`src/rtl/st64_pkg.sv`:
```
package st64_pkg;

  typedef enum logic [1:0] {
    FK_NONE = 2'd0,
    FK_MISS = 2'd1,
    FK_PROT = 2'd2,
    FK_ALGN = 2'd3
  } fault_e;

  localparam logic [4:0] EC_XLMISS = 5'b10010;
  localparam logic [4:0] EC_PROT   = 5'b10000;
  localparam logic [4:0] EC_ALGN   = 5'b00001;

endpackage

```
`src/rtl/st64_ea.sv`:
```
module st64_ea #(
  parameter int AW = 64,
  parameter int IW = 16,
  parameter int LOWB = 3
) (
  input  logic [AW-1:0]    base,
  input  logic [IW-1:0]    imm,
  input  logic             pfx_vld,
  input  logic [AW-IW-1:0] pfx_hi,
  output logic [AW-1:0]    ea,
  output logic             misal
);
  localparam int PW = AW - IW;

  function automatic logic [AW-1:0] offset_of(input logic [IW-1:0] i,
                                              input logic p,
                                              input logic [PW-1:0] hi);
    logic [PW-1:0] upper;
    upper = p ? hi : {PW{i[IW-1]}};
    return {upper, i};
  endfunction

  assign ea    = base + offset_of(imm, pfx_vld, pfx_hi);
  assign misal = |ea[LOWB-1:0];
endmodule

```
`src/rtl/st64_prio.sv`:
```
module st64_prio
  import st64_pkg::*;
(
  input  logic   vm,
  input  logic   um,
  input  logic   miss,
  input  logic   noacc,
  input  logic   rdonly,
  input  logic   misal,
  output fault_e kind,
  output logic   diz
);
  logic noacc_hit;
  logic prot_hit;

  assign noacc_hit = vm & um & noacc;
  assign prot_hit  = noacc_hit | (vm & rdonly);
  assign diz       = noacc_hit;

  always_comb begin
    if (vm & miss)    kind = FK_MISS;
    else if (prot_hit) kind = FK_PROT;
    else if (misal)    kind = FK_ALGN;
    else               kind = FK_NONE;
  end
endmodule

```
`src/rtl/st64_guard.sv`:
```
module st64_guard
  import st64_pkg::*;
#(
  parameter int AW = 64,
  parameter int DW = 64,
  parameter int IW = 16,
  parameter int RW = 5,
  parameter bit AREA_OPT = 1'b0
) (
  input  logic             clk,
  input  logic             rst_n,
  input  logic             req_vld,
  output logic             busy,
  input  logic [AW-1:0]    base_val,
  input  logic [IW-1:0]    imm_lo,
  input  logic             pfx_vld,
  input  logic [AW-IW-1:0] pfx_hi,
  input  logic [DW-1:0]    st_data,
  input  logic [RW-1:0]    src_idx,
  input  logic             mode_user,
  input  logic             mode_virt,
  input  logic             xl_miss,
  input  logic             zone_noacc,
  input  logic             zone_rdonly,
  output logic             mem_we,
  output logic [AW-1:0]    mem_addr,
  output logic [DW-1:0]    mem_wdata,
  output logic             xcpt_pulse,
  output logic [4:0]       esr_code,
  output logic             esr_store,
  output logic             esr_noacc,
  output logic             esr_size,
  output logic [RW-1:0]    esr_reg,
  output logic             msr_wr,
  output logic             msr_user,
  output logic             msr_virt,
  output logic             msr_user_sv,
  output logic             msr_virt_sv
);
  localparam int PW  = AW - IW;
  localparam int LAT = AREA_OPT ? 3 : 2;

  typedef struct packed {
    logic          we;
    logic          xc;
    logic [AW-1:0] addr;
    logic [DW-1:0] data;
    logic [4:0]    ec;
    logic          s;
    logic          diz;
    logic          w;
    logic [RW-1:0] rx;
    logic          mwr;
    logic          um;
    logic          vm;
    logic          ums;
    logic          vms;
  } res_t;

  // capture stage
  logic          c_vld;
  logic [AW-1:0] c_base;
  logic [IW-1:0] c_imm;
  logic          c_pfx;
  logic [PW-1:0] c_hi;
  logic [DW-1:0] c_data;
  logic [RW-1:0] c_src;
  logic          c_um, c_vm, c_miss, c_noacc, c_rdonly;

  // named internal events
  logic          accept;
  logic [AW-1:0] ea;
  logic          misal;
  fault_e        fk;
  logic          diz;
  res_t          nxt, out;

  assign accept = rst_n & req_vld & ~busy;

  always_ff @(posedge clk) begin
    if (!rst_n) begin
      c_vld    <= 1'b0;
      c_base   <= '0;
      c_imm    <= '0;
      c_pfx    <= 1'b0;
      c_hi     <= '0;
      c_data   <= '0;
      c_src    <= '0;
      c_um     <= 1'b0;
      c_vm     <= 1'b0;
      c_miss   <= 1'b0;
      c_noacc  <= 1'b0;
      c_rdonly <= 1'b0;
    end else begin
      c_vld <= accept;
      if (accept) begin
        c_base   <= base_val;
        c_imm    <= imm_lo;
        c_pfx    <= pfx_vld;
        c_hi     <= pfx_hi;
        c_data   <= st_data;
        c_src    <= src_idx;
        c_um     <= mode_user;
        c_vm     <= mode_virt;
        c_miss   <= xl_miss;
        c_noacc  <= zone_noacc;
        c_rdonly <= zone_rdonly;
      end
    end
  end

  st64_ea #(.AW(AW), .IW(IW), .LOWB(3)) u_ea (
    .base   (c_base),
    .imm    (c_imm),
    .pfx_vld(c_pfx),
    .pfx_hi (c_hi),
    .ea     (ea),
    .misal  (misal)
  );

  st64_prio u_prio (
    .vm    (c_vm),
    .um    (c_um),
    .miss  (c_miss),
    .noacc (c_noacc),
    .rdonly(c_rdonly),
    .misal (misal),
    .kind  (fk),
    .diz   (diz)
  );

  always_comb begin
    nxt = '0;
    if (c_vld) begin
      nxt.addr = ea;
      unique case (fk)
        FK_NONE: begin
          nxt.we   = 1'b1;
          nxt.data = c_data;
        end
        FK_MISS: begin
          nxt.xc  = 1'b1;
          nxt.ec  = EC_XLMISS;
          nxt.s   = 1'b1;
          nxt.mwr = 1'b1;
          nxt.ums = c_um;
          nxt.vms = c_vm;
        end
        FK_PROT: begin
          nxt.xc  = 1'b1;
          nxt.ec  = EC_PROT;
          nxt.s   = 1'b1;
          nxt.diz = diz;
          nxt.mwr = 1'b1;
          nxt.ums = c_um;
          nxt.vms = c_vm;
        end
        FK_ALGN: begin
          nxt.xc = 1'b1;
          nxt.ec = EC_ALGN;
          nxt.s  = 1'b1;
          nxt.w  = 1'b1;
          nxt.rx = c_src;
        end
        default: nxt = '0;
      endcase
    end
  end

  generate
    if (AREA_OPT) begin : g_slow
      res_t r_out;
      always_ff @(posedge clk) begin
        if (!rst_n) r_out <= '0;
        else        r_out <= nxt;
      end
      assign out  = r_out;
      assign busy = c_vld;
    end else begin : g_fast
      assign out  = nxt;
      assign busy = 1'b0;
    end
  endgenerate

  assign mem_we      = out.we;
  assign mem_addr    = out.addr;
  assign mem_wdata   = out.data;
  assign xcpt_pulse  = out.xc;
  assign esr_code    = out.ec;
  assign esr_store   = out.s;
  assign esr_noacc   = out.diz;
  assign esr_size    = out.w;
  assign esr_reg     = out.rx;
  assign msr_wr      = out.mwr;
  assign msr_user    = out.um;
  assign msr_virt    = out.vm;
  assign msr_user_sv = out.ums;
  assign msr_virt_sv = out.vms;
endmodule

```
`config.mk`:
```
export PLATFORM = sky130hd
export DESIGN_NAME = st64_guard
export DESIGN_NICKNAME = d
export VERILOG_FILES = /design/src/rtl/st64_pkg.sv /design/src/rtl/st64_ea.sv /design/src/rtl/st64_prio.sv /design/src/rtl/st64_guard.sv
export SDC_FILE = /design/constraint.sdc
export NUM_CORES = 1
export LEC_CHECK = 0
export BUFFER_PORTS_ARGS = -buffer_cell sky130_fd_sc_hd__buf_4
export CAP_MARGIN = 20
export CORE_ASPECT_RATIO = 0.6
export CORE_MARGIN = 3
export CORE_UTILIZATION = 55
export DETAILED_ROUTE_END_ITERATION = 8
export PLACE_DENSITY = 0.92
export SLEW_MARGIN = 0
export SYNTH_ARGS = -nofsm -noshare
export SYNTH_HDL_FRONTEND = slang
export SYNTH_HIERARCHICAL = 1
export SYNTH_SLANG_ARGS = --single-unit
export TNS_END_PERCENT = 10
```
`constraint.sdc`:
```
create_clock -name clk -period 10 [get_ports clk]
set_input_delay 1 -clock clk [delete_from_list [all_inputs] [get_ports clk]]
set_output_delay 1 -clock clk [all_outputs]
set_load 0.01 [all_outputs]
```
# Word-level counts from Yosys, hierarchy flattened
# Index checks and enable logic that the tools add are counted.
# W data, S select, Z words.
# word_totals
reg_bits	204
out_inout_bits	149
elab_cells	39
# op_classes
n_addsub	1
eq_ne	3
mux	13
bitwise	6
reduce_logical	4
# ops
op	n
$mux W148	1
$add A64 B64 Y64	1
$mux W64	1
$mux W48	1
$pmux W6 S3	1
$mux W2	4
$mux W6	1
$reduce_or A3 Y1	2
$and A1 B1 Y1	5
$eq A2 B2 Y1 const B	2
$mux W1	4
$eq A2 B1 Y1 const B	1
$logic_not A2 Y1	1
$reduce_or A2 Y1	1
$or A1 B1 Y1	1

# Longest topological paths before layout
# depth
word_depth	10
mapped_depth	16
depth_no_buf	13

# By module
# The synthesis kept the hierarchy.
# by_module_without_submodules
mod	instances	cells_per_inst	area_each_um2	seq_area_each_um2
st64_guard	1	835	8858.5	4083.9
st64_ea	1	671	4295.4	0.0
st64_prio	1	7	50.0	0.0

# Worst setup path after synthesis
# Ideal clock, no wire load.
# synth_path
path_type	flip-flop to output port
from	register c_pfx
to	output port mem_addr[57]
t_arrival_ns	3.319
required_time_ns	9.000
setup_slack_ns	5.681
stages_incl_launch_ff	15
path_buffers	2
cell_sequence	dfxtp_1 nand2b_1 clkbuf_1 clkbuf_1 nand2_1 ha_1 and3_2 nand2_1 or3_1 or3_1 o211ai_1 o211a_2 a21bo_2 xor2_1 and2_1
# synth_between
elab_chain_len	3
# synth_rtl
element	line_no	text
from (decl)	st64_guard.sv:64	logic c_pfx;
from (signal assigned)	st64_guard.sv:99	c_pfx <= pfx_vld;
$mux W48	st64_ea.sv:19	upper = p ? hi : {PW{i[IW-1]}};
$add A64 B64 Y64	st64_ea.sv:23	assign ea = base + offset_of(imm, pfx_vld, pfx_hi);
net ea[57]	st64_guard.sv:72	logic [AW-1:0] ea;
$mux W148	st64_guard.sv:134	if (c_vld) begin
to (decl)	st64_guard.sv:26	output logic [AW-1:0] mem_addr,
# The timed path passes the listed nets, and every way through them passes these cells.

# Worst setup path after layout
# layout_path
from	register c_pfx
to	output port mem_addr[51]
# Same word-level chain as after synthesis.

==> summary.md <==
| Metric | Value |
|---|---|
| Synth Register Bits | 204 |
| Crit path buffers/inverters | 1 |
| Ports | 355 |
| Critical Path Source Type | flop |
| Drt first pass iters | 5 |
| Post-detail-place hpwl | 29,530 um |
| Starting density of the core | 0.5655 |
| Max FO, Critical Path | 50 |
| Worst-path clk slew | 0.07 ns |
| Core area | 0.02335 mm2 |
| F_max | 152.0 MHz |
| Chip Width | 206.0 um |
| Setup repair bufs after CTS | 0 |
| Synth top area share | 0.3093 |
| Post_cts resized | 0 |
| Post-Synthesis Cells | 1,513 |
| R2r startpoint | c_pfx$_SDFFE_PN0P_ |
| Post-synthesis sequential area ratio | 0.3093 |
| Global-route wire length before repair | 61,920 um |
| Num CTS Buffers | 21 |
| Initial DRC count | 1,067 |
| Worst Skew | 0 ns |
| Final setup viols | 0 |
| TritonCTS clock tree | done |
| CP arrival | 5.58 ns |
| Drc violations | 0 |
| Row Count | 43 |
| GPL Wtd Cong | 0.9607 |
| Synth unique cells | 73 |
| Nets | 2,060 |
| Status | finished clean |
| Syn Std Cell Area | 0.01320 mm2 |
| Slew Viols, Final | 0 |
| Largest net degree at the start of global routing | 142 |
| Area grow syn2layout | 23.94% |
| CP top delay family | simple AND/OR/NAND/NOR gates |
| Final ANT Viol Nets | 0 |
| Pwr/cell area | 133.2 mW/mm2 |
| Grt total ovfl | 0 |
| Crit. path cell count | 13 |
| Slowest-stage cell, CP | dfxtp_2 |
| Setup TNS | 0 ns |
| Fraction of final layout cells sized beyond drive strength 1 | 0.2311 |
| Max IR drop VDD | 0.0001063 V |
| Worst rel slew slack | 0.2874 |
| Worst Max-Slew Pin Slew | 1.069 ns |
| Mean instance size in the synthesized netlist | 8.727 um2 |
| Sink Count | 204 |
| Hold Path End | c_data[33]$_SDFFE_PN0P_ |
| LEAKAGE | 8.389 nW |
| Clock insertion delay at the later pin of the skew report | 0.51 ns |
| Most frequent CP cell | nand2_1 |
| Port Buffers | 349 |
| Worst reg2reg endpoint | c_pfx$_SDFFE_PN0P_ |
| Die ar. | 0.02596 mm2 |
| Pwr Total | 0.002181 W |
| Via density | 5.603 |
| Register-to-register setup slack | 8.65 ns |
| Gr usage total | 0.2952 |
| Max-Cap Viols | 0 |
| Hold Fails Final Rpt | 0 |
| Type of the worst min-delay path | reg2reg |
| Fillers | 1,773 |
| Fin crit period | 6.581 ns |
| Number of flops mapped to enable cells by yosys | 0 |
| Cell taking the most area after synthesis | dfxtp_1 |
| Synth Flop Type | dfxtp_1 |
| CP max stage delay | 0.94 ns |
| Post-synth ARST share | 0 |
| Top post-synthesis cells by area | dfxtp_1, mux2i_1, nor2b_1, ha_1, nand2_1 |
| Min-delay src | c_data[33]$_SDFFE_PN0P_ |
| Vias in the first global route | 11,456 |
| Reg2Reg Depth | 2 |
| Worst-case clock buffer depth | 3 |
| Hold depth | 2 |
| Cts hold-fix bufs | 0 |
| CP endpoint kind | output port |
| CP cell instances | nand2b_2, nand2_1, ha_1, nand2_1, nor3_1, nand2_1, a31oi_2, o21ai_1, a2111oi_2, o21ai_1, a211oi_1, and2_1, buf_4 |
| Hold slack | 0.5108 ns |
| Part of the cycle the worst path needs | 0.6581 |
| CP required | 9.00 ns |
| WS Path Type | reg2out |
| Die H | 126.0 um |
| Clock Tree Root | clkbuf_16 |
| DR vias | 11,861 |
| Routed WL | 40,010 um |
| Wire per inst | 18.90 um |
| RSZ-0062 raised after global routing | no |
| Multi-input logic area | 0.008381 mm2 |
| Warnings from Yosys | 6 |
| H-tree depth | 1 |
| Sequential Area | 0.004089 mm2 |
| Initial antenna violation count | 3 |
## sequential cells by signal (all words and copies together), names as in the netlist
name      flops
c_base       64
c_data       64
c_hi         48
c_imm        16
c_src         5
c_miss        1
c_noacc       1
c_pfx         1
c_rdonly      1
c_um          1
c_vld         1
c_vm          1
## synthesized netlist by cell type (all sizes together) (3+ instances only)
master    n
a21oi    74
o21ai    34
and2     72
o21bai   17
xnor2    38
o221ai    3
a21o     38
and4      3
a211o     5
nor2b   208
nand3    10
a211oi    7
clkbuf   68
mux2i   206
nor2     40
nand2   152
dfxtp   204
o211ai    5
ha       68
nand4    20
or3       7
inv      19
nor3     10
a31oi    14
and3     83
buf      41
nand2b    5
xor2     21
o21a      9
## per-stage QoR
step                instance area, um2  setup slack (ns)  utilization  cells
floorplan                        13220             5.681            -   1517
global placement                 15580             4.244       0.6675   2074
detailed placement               15580             4.164       0.6675   2074
CTS                              16280             3.563       0.6974   2112
global route                     16360             3.091       0.7007   2116
finish                           16360             3.419       0.7008   2117
## kinds of logic (layout without fill, tap and decap cells)
logic type | count (synthesis) | after routing | share of synthesized area
xor+xnor | 59 | 59 | 0.03914
other cells | 1 | 7 | 0.0002840
mux | 207 | 207 | 0.1570
compound gates | 225 | 225 | 0.1129
flops | 204 | 204 | 0.3093
simple gates | 619 | 619 | 0.2579
fa+ha+maj | 69 | 69 | 0.06595
buf+inv | 129 | 412 | 0.05752
## tightest hold or removal path, cell delays in order (launching register included)
cell,delay (ns)
dfxtp_1,0.32
mux2i_1,0.06
nor2b_1,0.09
## routing by layer
metal | up-vias | track usage | share of wire
met3 | 71 | 0.09817 | 0.11
met4 | 4 | 0.06619 | 0.022
met1 | 5502 | 0.4103 | 0.44
met2 | 532 | 0.4470 | 0.43
li1 | 5752 | - | -
met5 | - | 0 | 0.00080
## final cells by class
cell class / count / area share
diodes: 2 / 0.0003058
flip-flops and latches: 204 / 0.2499
repair buffers: 355 / 0.1665
inverters: 19 / 0.004358
clock inverters: 8 / 0.003594
well taps: 315 / 0.02408
multi-input cells: 1184 / 0.5121
clock buffers: 30 / 0.03915
## placed cells by master, fill, tap and decap left out, drive strengths merged, types with 38 or more instances in the layout
cell type	synthesis	routed
buf	41	355
nor2b	208	208
mux2i	206	206
dfxtp	204	204
nand2	152	152
and3	83	83
a21oi	74	74
and2	72	72
ha	68	68
nor2	40	40
xnor2	38	38
a21o	38	38
## where the power goes
part | total [W] | switching (W) | leakage (nW) | internal [W]
Clock | 0.000802 | 0.000352 | 0.338 | 0.000451
Combinational | 0.000481 | 0.000252 | 6.36 | 0.000228
Sequential | 0.000897 | 0.0000357 | 1.69 | 0.000862
## worst max path at each step
stage / end / from / slack, ns
final: mem_addr[51] / c_pfx$_SDFFE_PN0P_ / 3.42
after global routing: mem_addr[51] / c_pfx$_SDFFE_PN0P_ / 3.09
after CTS: mem_addr[51] / c_pfx$_SDFFE_PN0P_ / 3.56
after detailed placement: mem_addr[51] / c_pfx$_SDFFE_PN0P_ / 4.16
after global placement: mem_addr[51] / c_pfx$_SDFFE_PN0P_ / 4.24
after floorplan: mem_addr[57] / c_pfx$_SDFFE_PN0P_ / 5.68
Note: power is estimated with default switching activity, not from simulation.
